===== src/rtl/diskDmaPkg.sv =====
package diskDmaPkg;
  localparam int WORD_W  = 16;
  localparam int COUNT_W = 14;

  localparam logic [2:0] ADDR_PTR  = 3'd0;
  localparam logic [2:0] ADDR_LEN  = 3'd1;
  localparam logic [2:0] ADDR_SYNC = 3'd2;
  localparam logic [2:0] ADDR_MODE = 3'd3;
  localparam logic [2:0] ADDR_STAT = 3'd4;

  localparam int LEN_EN_BIT    = 15;
  localparam int LEN_DIR_BIT   = 14;
  localparam int MODE_SYNC_BIT = 10;

  typedef enum logic [1:0] {
    ST_IDLE,
    ST_SYNCWAIT,
    ST_RDRUN,
    ST_WRRUN
  } dmaState_e;

  typedef struct packed {
    logic alignBits;
    logic capture;
    logic advance;
    logic loadOut;
    logic flushOut;
  } ctlStrobe_t;
endpackage


===== src/rtl/diskDatapath.sv =====
module diskDatapath
  import diskDmaPkg::*;
#(
  parameter int ADDR_W = 16,
  parameter int SYNC_HOLD = 2,
  parameter logic [WORD_W-1:0] SYNC_RESET = 16'h4489
) (
  input  logic              clk,
  input  logic              rstN,
  input  logic              regWr,
  input  logic              regRd,
  input  logic [2:0]        regAddr,
  input  logic [WORD_W-1:0] regWrData,
  output logic [WORD_W-1:0] regRdData,
  input  logic              dmaActive,
  input  logic [WORD_W-1:0] dmaRdData,
  input  logic              diskBitIn,
  input  logic              diskBitValid,
  input  logic              diskBitReq,
  input  ctlStrobe_t        ctl,
  output logic              syncHit,
  output logic              wordDone,
  output logic              remainZero,
  output logic              remainOne,
  output logic              outEmpty,
  output logic              lastBitOut,
  output logic              modeSync,
  output logic [ADDR_W-1:0] ptr,
  output logic [WORD_W-1:0] wordBuf,
  output logic              diskBitOut,
  output logic              diskBitOutValid
);
  localparam int HOLD_W = $clog2(SYNC_HOLD + 1);
  localparam int BITCNT_W = $clog2(WORD_W);
  localparam int OUTCNT_W = $clog2(WORD_W + 1);

  logic [WORD_W-1:0]   shiftIn, nextShift, syncWord, outShift;
  logic [BITCNT_W-1:0] bitCnt;
  logic [OUTCNT_W-1:0] outCnt;
  logic [HOLD_W-1:0]   holdCnt;
  logic [COUNT_W-1:0]  remain;
  logic [7:0]          byteReg;
  logic                byteReady, byteDone, wrDirBit;
  logic                wrPtr, wrLen, wrSync, wrMode, statRd;

  assign wrPtr  = regWr && (regAddr == ADDR_PTR);
  assign wrLen  = regWr && (regAddr == ADDR_LEN);
  assign wrSync = regWr && (regAddr == ADDR_SYNC);
  assign wrMode = regWr && (regAddr == ADDR_MODE);
  assign statRd = regRd && (regAddr == ADDR_STAT);

  // Incoming stream: window, sync compare, byte/word boundaries
  assign nextShift = {shiftIn[WORD_W-2:0], diskBitIn};
  assign syncHit   = diskBitValid && (nextShift == syncWord);
  assign byteDone  = diskBitValid && !syncHit && (bitCnt[2:0] == 3'd7);
  assign wordDone  = diskBitValid && !syncHit && (bitCnt == BITCNT_W'(WORD_W - 1));

  always_ff @(posedge clk or negedge rstN) begin
    if (!rstN) begin
      shiftIn <= '0;
      bitCnt  <= '0;
    end else begin
      if (diskBitValid) shiftIn <= nextShift;
      if (ctl.alignBits) bitCnt <= '0;
      else if (diskBitValid) bitCnt <= syncHit ? '0 : bitCnt + 1'b1;
    end
  end

  always_ff @(posedge clk or negedge rstN) begin
    if (!rstN) begin
      byteReg   <= '0;
      byteReady <= 1'b0;
    end else begin
      if (byteDone) begin
        byteReg   <= nextShift[7:0];
        byteReady <= 1'b1;
      end else if (statRd) begin
        byteReady <= 1'b0;
      end
    end
  end

  always_ff @(posedge clk or negedge rstN) begin
    if (!rstN) holdCnt <= '0;
    else if (syncHit) holdCnt <= HOLD_W'(SYNC_HOLD);
    else if (diskBitValid && holdCnt != '0) holdCnt <= holdCnt - 1'b1;
  end

  always_ff @(posedge clk or negedge rstN) begin
    if (!rstN) wordBuf <= '0;
    else if (ctl.capture) wordBuf <= nextShift;
  end

  // Software-visible registers and transfer counters
  always_ff @(posedge clk or negedge rstN) begin
    if (!rstN) begin
      ptr      <= '0;
      remain   <= '0;
      syncWord <= SYNC_RESET;
      modeSync <= 1'b0;
      wrDirBit <= 1'b0;
    end else begin
      if (wrPtr) ptr <= ADDR_W'(regWrData) & ~ADDR_W'(1);
      else if (ctl.advance) ptr <= ptr + ADDR_W'(2);

      if (wrLen) begin
        remain   <= regWrData[LEN_EN_BIT] ? regWrData[COUNT_W-1:0] : '0;
        wrDirBit <= regWrData[LEN_DIR_BIT];
      end else if (ctl.advance) begin
        remain <= remain - 1'b1;
      end

      if (wrSync) syncWord <= regWrData;
      if (wrMode) modeSync <= regWrData[MODE_SYNC_BIT];
    end
  end

  assign remainZero = (remain == '0);
  assign remainOne  = (remain == COUNT_W'(1));

  // Outgoing serialiser
  always_ff @(posedge clk or negedge rstN) begin
    if (!rstN) begin
      outShift <= '0;
      outCnt   <= '0;
    end else if (ctl.flushOut) begin
      outCnt <= '0;
    end else if (ctl.loadOut) begin
      outShift <= dmaRdData;
      outCnt   <= OUTCNT_W'(WORD_W);
    end else if (diskBitReq && outCnt != '0) begin
      outShift <= {outShift[WORD_W-2:0], 1'b0};
      outCnt   <= outCnt - 1'b1;
    end
  end

  assign outEmpty        = (outCnt == '0);
  assign lastBitOut      = diskBitReq && (outCnt == OUTCNT_W'(1));
  assign diskBitOut      = outShift[WORD_W-1];
  assign diskBitOutValid = !outEmpty;

  always_comb begin
    case (regAddr)
      ADDR_PTR:  regRdData = WORD_W'(ptr);
      ADDR_STAT: regRdData = {byteReady, dmaActive, wrDirBit, (holdCnt != '0), 4'b0000, byteReg};
      default:   regRdData = '0;
    endcase
  end


  ptr_even_chk: assert property (@(posedge clk) disable iff (!rstN) !ptr[0]);

  no_underflow_chk: assert property (@(posedge clk) disable iff (!rstN) ctl.advance |-> !remainZero);

  out_load_chk: assert property (@(posedge clk) disable iff (!rstN) ctl.loadOut |-> outEmpty);

  capture_chk: assert property (@(posedge clk) disable iff (!rstN) ctl.capture |-> wordDone);

  sync_hold_chk: assert property (@(posedge clk) disable iff (!rstN)
    (holdCnt != '0) && !diskBitValid |=> (holdCnt != '0));
endmodule


===== src/rtl/diskControl.sv =====
module diskControl
  import diskDmaPkg::*;
(
  input  logic       clk,
  input  logic       rstN,
  input  logic       lenWr,
  input  logic       lenEn,
  input  logic       lenDir,
  input  logic       lenCntZero,
  input  logic       dmaAck,
  input  logic       syncHit,
  input  logic       wordDone,
  input  logic       remainZero,
  input  logic       remainOne,
  input  logic       outEmpty,
  input  logic       lastBitOut,
  input  logic       modeSync,
  output ctlStrobe_t ctl,
  output logic       dmaReq,
  output logic       dmaWe,
  output logic       dmaActive,
  output logic       irqSync,
  output logic       irqBlock
);
  dmaState_e state;
  logic armed, pending, start, stop, acked;

  assign start = lenWr && lenEn && armed && !lenCntZero;
  assign stop  = lenWr && !lenEn;
  assign acked = pending && dmaAck;

  always_comb begin
    ctl           = '0;
    ctl.alignBits = start;
    ctl.flushOut  = start || stop;
    ctl.advance   = acked && !lenWr;
    ctl.loadOut   = acked && !lenWr && (state == ST_WRRUN);
    ctl.capture   = !lenWr && (state == ST_RDRUN) && wordDone &&
                    (!pending || (dmaAck && !remainOne));
  end

  always_ff @(posedge clk or negedge rstN) begin
    if (!rstN) begin
      state    <= ST_IDLE;
      armed    <= 1'b0;
      pending  <= 1'b0;
      irqSync  <= 1'b0;
      irqBlock <= 1'b0;
    end else begin
      irqSync  <= syncHit;
      irqBlock <= 1'b0;
      if (stop) begin
        state   <= ST_IDLE;
        armed   <= 1'b0;
        pending <= 1'b0;
      end else if (lenWr && lenEn) begin
        if (armed) begin
          armed <= 1'b0;
          if (!lenCntZero) begin
            pending <= 1'b0;
            if (lenDir) state <= ST_WRRUN;
            else        state <= modeSync ? ST_SYNCWAIT : ST_RDRUN;
          end
        end else begin
          armed <= 1'b1;
        end
      end else begin
        case (state)
          ST_SYNCWAIT: if (syncHit) state <= ST_RDRUN;
          ST_RDRUN: begin
            if (acked && remainOne) begin
              state    <= ST_IDLE;
              pending  <= 1'b0;
              irqBlock <= 1'b1;
            end else if (acked) begin
              pending <= ctl.capture;
            end else if (ctl.capture) begin
              pending <= 1'b1;
            end
          end
          ST_WRRUN: begin
            if (acked) pending <= 1'b0;
            else if (!pending && outEmpty && !remainZero) pending <= 1'b1;
            if (lastBitOut && remainZero) begin
              state    <= ST_IDLE;
              irqBlock <= 1'b1;
            end
          end
          default: ;
        endcase
      end
    end
  end

  assign dmaReq    = pending;
  assign dmaWe     = (state == ST_RDRUN);
  assign dmaActive = (state != ST_IDLE);


  req_hold_chk: assert property (@(posedge clk) disable iff (!rstN)
    dmaReq && !dmaAck && !lenWr |=> dmaReq);

  done_idle_chk: assert property (@(posedge clk) disable iff (!rstN)
    irqBlock |-> (state == ST_IDLE));

  single_arm_chk: assert property (@(posedge clk) disable iff (!rstN)
    (state == ST_IDLE) && lenWr && lenEn && !armed |=> (state == ST_IDLE));

  stop_idle_chk: assert property (@(posedge clk) disable iff (!rstN)
    stop |=> (state == ST_IDLE) && !dmaReq);
endmodule


===== src/rtl/diskDma.sv =====
module diskDma
  import diskDmaPkg::*;
#(
  parameter int ADDR_W = 16,
  parameter int SYNC_HOLD = 2,
  parameter logic [15:0] SYNC_RESET = 16'h4489
) (
  input  logic              clk,
  input  logic              rstN,
  input  logic              regWr,
  input  logic              regRd,
  input  logic [2:0]        regAddr,
  input  logic [15:0]       regWrData,
  output logic [15:0]       regRdData,
  output logic              dmaReq,
  output logic              dmaWe,
  output logic [ADDR_W-1:0] dmaAddr,
  output logic [15:0]       dmaWrData,
  input  logic              dmaAck,
  input  logic [15:0]       dmaRdData,
  input  logic              diskBitIn,
  input  logic              diskBitValid,
  output logic              diskBitOut,
  output logic              diskBitOutValid,
  input  logic              diskBitReq,
  output logic              irqSync,
  output logic              irqBlock
);
  ctlStrobe_t ctl;
  logic lenWr, syncHit, wordDone, remainZero, remainOne;
  logic outEmpty, lastBitOut, modeSync, dmaActive;

  assign lenWr = regWr && (regAddr == ADDR_LEN);

  diskControl uCtl (
    .clk(clk), .rstN(rstN),
    .lenWr(lenWr), .lenEn(regWrData[LEN_EN_BIT]), .lenDir(regWrData[LEN_DIR_BIT]),
    .lenCntZero(regWrData[COUNT_W-1:0] == '0),
    .dmaAck(dmaAck), .syncHit(syncHit), .wordDone(wordDone),
    .remainZero(remainZero), .remainOne(remainOne), .outEmpty(outEmpty),
    .lastBitOut(lastBitOut), .modeSync(modeSync), .ctl(ctl),
    .dmaReq(dmaReq), .dmaWe(dmaWe), .dmaActive(dmaActive),
    .irqSync(irqSync), .irqBlock(irqBlock)
  );

  diskDatapath #(.ADDR_W(ADDR_W), .SYNC_HOLD(SYNC_HOLD), .SYNC_RESET(SYNC_RESET)) uDp (
    .clk(clk), .rstN(rstN), .regWr(regWr), .regRd(regRd), .regAddr(regAddr),
    .regWrData(regWrData), .regRdData(regRdData), .dmaActive(dmaActive),
    .dmaRdData(dmaRdData), .diskBitIn(diskBitIn), .diskBitValid(diskBitValid),
    .diskBitReq(diskBitReq), .ctl(ctl), .syncHit(syncHit), .wordDone(wordDone),
    .remainZero(remainZero), .remainOne(remainOne), .outEmpty(outEmpty),
    .lastBitOut(lastBitOut), .modeSync(modeSync), .ptr(dmaAddr), .wordBuf(dmaWrData),
    .diskBitOut(diskBitOut), .diskBitOutValid(diskBitOutValid)
  );
endmodule


===== config.mk =====
export PLATFORM = sky130hd
export DESIGN_NAME = diskDma
export DESIGN_NICKNAME = d
export VERILOG_FILES = /design/src/rtl/diskDmaPkg.sv /design/src/rtl/diskDatapath.sv /design/src/rtl/diskControl.sv /design/src/rtl/diskDma.sv
export SDC_FILE = /design/constraint.sdc
export NUM_CORES = 1
export LEC_CHECK = 0
export ABC_AREA = 1
export CORE_ASPECT_RATIO = 0.8
export CORE_MARGIN = 3
export CORE_UTILIZATION = 57
export CTS_CLUSTER_DIAMETER = 100
export DETAILED_ROUTE_END_ITERATION = 16
export DONT_BUFFER_PORTS = 1
export PLACE_DENSITY = 0.8
export SYNTH_ARGS = -nofsm -noshare
export SYNTH_HDL_FRONTEND = slang
export SYNTH_SLANG_ARGS = --single-unit

===== constraint.sdc =====
create_clock -name clk -period 1.9 [get_ports clk]
set_input_delay 0.38 -clock clk [delete_from_list [all_inputs] [get_ports clk]]
set_output_delay 0.38 -clock clk [all_outputs]
set_load 0.02 [all_outputs]

After elaboration in Yosys (flattened, before gate mapping). Cells that the tools add are included.

Reductions and logical operators: 57. Eq/ne operators: 19. Bitwise logic cells: 1. $add $sub $neg: 5. Multiplexer cells: 46.

Operator list (number): two-way mux 16 bit (4); two-way mux 14 bit (3); one-hot mux 16 bit (2 select lines) (1); logical NOT 14 bit (2); logical AND 1 bit (27); two-way mux 2 bit (11); two-way mux 1 bit (18); nonzero test 2 bit (9); adder 16 x 2 -> 16 bit (second input constant) (1); equality test 16 bit (1); two-way mux 5 bit (3); equality test 14 x 1 -> 1 bit (second input constant) (1); subtractor 14 x 1 -> 14 bit (second input constant) (1); two-way mux 4 bit (3); nonzero test 5 bit (2); logical NOT 1 bit (8); inequality test 4 x 1 -> 1 bit (second input constant) (2); equality test 3 x 2 -> 1 bit (second input constant) (2); equality test 3 bit (second input constant) (2); inequality test 6 x 1 -> 1 bit (second input constant) (1); one-hot mux 2 bit (3 select lines) (1); AND reduction 6 bit (1); equality test 5 x 1 -> 1 bit (second input constant) (1); logical NOT 5 bit (1); 19 further kinds (22).

Word-level logic and storage cells: 146. Bits in registers: 121.

Depth between registers and ports, before layout.
Depth in word-level cells: 13. Mapped depth: 12.

Hierarchy. From an unflattened synthesis, not the netlist that was laid out.

Cell total of the unflattened synthesis: 852. Area total of the unflattened synthesis: 6618.8 um2.

Modules (own cells, without submodules): diskDatapath (instances 1, area each 6110.9 um2, cells an instance 768); diskControl (instances 1, area each 420.4 um2, cells an instance 62); diskDma (instances 1, area each 87.6 um2, cells an instance 22).

Worst setup path after synthesis. No wires, ideal clock.

Path kind: register to register. From: register uCtl.state[0]. To: register uDp.wordBuf[2]. Library setup time: 127 ps. Slack: 62 ps. Cell stages (with the launch flop): 11. Required time: 1773 ps. Arrival time: 1711 ps. Path through: dfrtp_1 inv_1 ha_1 inv_1 nor3_1 nand3_1 a21oi_1 nand3_1 buf_4 nand2_1 o21ai_0.

Word-level cells in the longest chain between the ends: 4.

Ends and longest elaborated chain: start: declaration (line diskControl.sv:25) `dmaState_e state;`; start signal: assignment (line diskControl.sv:62) `else state <= modeSync ? ST_SYNCWAIT : ST_RDRUN;`; equality test 2 bit; net dmaWe (line diskDma.sv:16) `output logic dmaWe,`; logical AND 1 bit (3 in a row) (line diskControl.sv:38) `ctl.capture = !lenWr && (state == ST_RDRUN) && wordDone &&`; end signal: assignment (line diskDatapath.sv:91) `else if (ctl.capture) wordBuf <= nextShift;`; end: declaration (line diskDatapath.sv:29) `output logic [WORD_W-1:0] wordBuf,`.

The timed path passes the listed nets, and every way through them passes these cells. A chain may end at the register's enable or synchronous reset.

Worst setup path in the final report.
From: register uDp.ptr[2]. To: output port regRdData[2].

Word-level cells in the longest chain between the ends: 1.

Ends and longest elaborated chain: start: declaration (line diskDatapath.sv:28) `output logic [ADDR_W-1:0] ptr,`; start signal: assignment (line diskDatapath.sv:103) `if (wrPtr) ptr <= ADDR_W'(regWrData) & ~ADDR_W'(1);`; start signal: assignment (line diskDatapath.sv:104) `else if (ctl.advance) ptr <= ptr + ADDR_W'(2);`; one-hot mux 16 bit (2 select lines) (line diskDatapath.sv:143) `case (regAddr)`; end: declaration (line diskDma.sv:14) `output logic [15:0] regRdData,`.

No other way between the ends.

==> impl_results.md <==
* Post-DP HPWL at 12400 microns
* Post-Syn Nets at roughly 850
* Main synth FF type: dfrtp_1
* Initial DRT Pass Iterations at 6
* Post-Syn Area at between 6000 and 7000 sq um
* Final hold viol count at 120
* Hold Crit Class: input pin to asynchronous set/reset pin
* PwrDens at 1470 nW/um^2
* Final WL at 17900 microns
* Layout cells sized above 1 at 14.6%
* TNS Setup at 0 ps
* Die height at roughly 100 microns
* Setup ws final at approximately 43 ps
* Buf+Inv Stages, Crit Path at 3
* Max Slew Vio Count at 0
* M1 WL at 7530 microns
* Largest net degree at the start of global routing at between 100 and 150
* Distinct cells, synth at 35
* GR Overflow Total at 0
* R2r setup slk at roughly 60 ps
* Port bufs at 0
* Crit-path slowest cell: dfrtp_1
* FF/Latch Area at 3010 sq um
* Peak supply drop at roughly 0.79 mV
* R2R Path Start: uDp.syncWord[0]
* First-pass GRT wire length at ~28000 microns
* CP arrival at 1480 ps
* Maximum clock frequency at 539 MHz
* Post-synth EDFFs at 0
* Reg clk slew, reported paths at about 70 ps
* Post-Synth Simple-Gate Area at around 22%
* Crit Path Category: register to primary output
* Drc violations at 0
* Mapped Avg Cell Area at between 7 and 8 sq um
* Inserted Clock Buffers at 17
* WL/cell at 18.0 microns
* #FFs+latches synth at 120
* Initial Util at about three fifths
* Worst clock skew at around 11 ps
* Cells after synthesis at just under 800
* XOR/XNOR share of the synthesized area at 2.52%
* CP endpoint kind: primary output
* Tcrit/Tclk final at between 90 and 100%
* Worst path required time at about 1500 ps
* Vias post-DR at between 5000 and 6000
* Vias per cell at around 5.8
* Crit path time final at 1860 ps
* Ant. Diodes at 0
* Iteration-0 DRC count of the detailed router at 587
* Initial antenna violation count at 0
* Most frequent cells in the layout: nand2_1, dfrtp_1, inv_1, o21ai_0, nor2_1
* Fin Hold WS at -341 ps
* Slowest stage delay, CP at between 300 and 400 ps
* Commonest non-fill, non-tap cell in the layout: nand2_1
* Adder-cell share of the synthesized area at under 10%
* Core area at roughly 10000 sq um
* Layout Cells excl Fill at between 900 and 1000
* Max layer used: met4
* Routability cong. at ~1.0
* CTS Buffer Depth at 2
* Die W at 123 microns
* Die Area at 12300 sq um
* Fillers at 801
* Total power at 11.0 mW
* R2r endpoint: uDp.byteReg[5]
* R2R depth at 12
* CTS HTree Levels at 4
* Post-Place Cells at between 900 and 1000
* Top cell by count, worst path: buf_4
* Final ANT Viol Nets at 0
* Area of the multi-input gates at 2770 sq um
* Mux contribution to synthesized area at 0%
* Number of nets in the layout at 900
* Crit path max fanout at 3
* Crit path cell chain: buf_4 -> inv_1 -> o21ai_0 -> buf_4
* Vias in the first global route at approximately 5600
* Clk sinks at 120
* Crit path max-delay family: buffers and inverters
* Yosys warnings at 0
* Ys async rst share at 100%
* Outcome: complete, but fails checks
* Max-cap violations at 0
* Final Setup Violations at 0
* Unrepaired setup endpoints after global routing: true
* I/O pin count at between 90 and 100
* CTS tree: done
* Failing checks: hold timing
* P&R area growth vs syn at 19.3%
* Seq/Total Area, Yosys at approximately half
* Dpl ws at approximately 8 ps
* Met2 wire length at slightly above 8000 microns
* P_leak at between 3 and 4 nW
* GR Util All Layers at 29.7%
* Site Rows at 33
* WL met3 at between 1500 and 2000 microns
* Compound-gate portion of the synthesized area at around 16%
* Largest family of logic cells by synthesized area: simple AND/OR/NAND/NOR gates
* Crit start category: register
* Clock Latency Late Sink at about 410 ps
* CTS Root Cell: clkbuf_16
-- synth_stat cells (3+ instances only) --
| cell type | instances | area (sq um) |
|---|---|---|
| xor2_1 | 15 | 131 |
| nand2_1 | 205 | 769 |
| inv_2 | 3 | 11.3 |
| dfrtp_1 | 115 | 2880 |
| nand3_1 | 43 | 215 |
| o221ai_1 | 11 | 96.3 |
| o21ai_0 | 96 | 480 |
| a21oi_1 | 26 | 130 |
| dfstp_2 | 5 | 131 |
| nor2_1 | 61 | 229 |
| nand4_1 | 8 | 50.1 |
| clkbuf_1 | 15 | 56.3 |
| ha_1 | 14 | 175 |
| xnor2_1 | 3 | 26.3 |
| buf_4 | 4 | 30.0 |
| a22oi_1 | 7 | 52.6 |
| buf_2 | 9 | 45.0 |
| inv_1 | 103 | 387 |
| nor3_1 | 8 | 40.0 |
| o22ai_1 | 8 | 50.1 |
| o211ai_1 | 16 | 120 |
-- logic make-up after synthesis --
logic type	Yosys count
buffers and inverters	134
other	1
AOI/OAI and AO/OA	172
and+or+nand+nor	335
xor gates and xnor gates	18
adders and majority gates	14
DFF	120
-- layer usage --
layer  track usage, %  up-vias
li1                 -     2700
met1             40.1     2789
met2             45.7      250
met3             10.0       51
met4             9.11        0
met5                0        -
-- power breakdown --
| group | internal (mW) | leakage (nW) | total (mW) | switching (mW) |
|---|---|---|---|---|
| registers | 3.38 | 1.53 | 4.29 | 0.911 |
| clock network | 1.99 | 0.293 | 3.32 | 1.33 |
| logic | 1.33 | 1.84 | 3.37 | 2.04 |
| total | 6.70 | 3.66 | 11.0 | 4.28 |
-- state kept, by name, summed over array words and instances (netlist names), 2 cells and up --
signal	flops
uDp.byteReg	8
uDp.remain	14
uDp.wordBuf	16
uDp.shiftIn	15
uDp.outCnt	5
uCtl.state	2
uDp.holdCnt	2
uDp.syncWord	16
uDp.bitCnt	4
uDp.ptr	15
uDp.outShift	16
-- through the flow --
step	hold WS [ps]	instance area, sq um	utilization (%)
CTS	-348	7340	70.0
finish	-341	7460	71.1
detailed placement	88.4	6720	64.1
floorplan	84.4	6250	-
global placement	87.5	6720	64.1
global route	-358	7460	71.1
-- final cells by class --
cell class,count,share of cell area [%]
clock inverters,15,2.43
clock buffers,17,5.70
repair buffers,58,6.64
inverters,106,5.34
flip-flops and latches,120,40.4
multi-input cells,540,37.2
well taps,140,2.35
-- repair_timing --
action                                  4_1_cts  5_1_grt
cloned                                        0        2
gates resized for setup                       4       21
endpoints found under the hold margin       120      120
pin swaps                                     0        3
setup buffers                                 0        2
endpoints found under the setup margin        7       31
-- how the worst max path moves through the flow --
stage	cells past startpoint	end	from
after floorplan	10	uDp.wordBuf[2]	uCtl.state[0]
after global placement	11	uDp.wordBuf[1]	uCtl.state[0]
after detailed placement	11	uDp.holdCnt[0]	uDp.syncWord[10]
after CTS	4	regRdData[14]	uCtl.state[0]
after global routing	9	uDp.wordBuf[7]	uCtl.state[0]
final	4	regRdData[2]	uDp.ptr[2]
No activity file was read; power rests on OpenSTA's default activity.
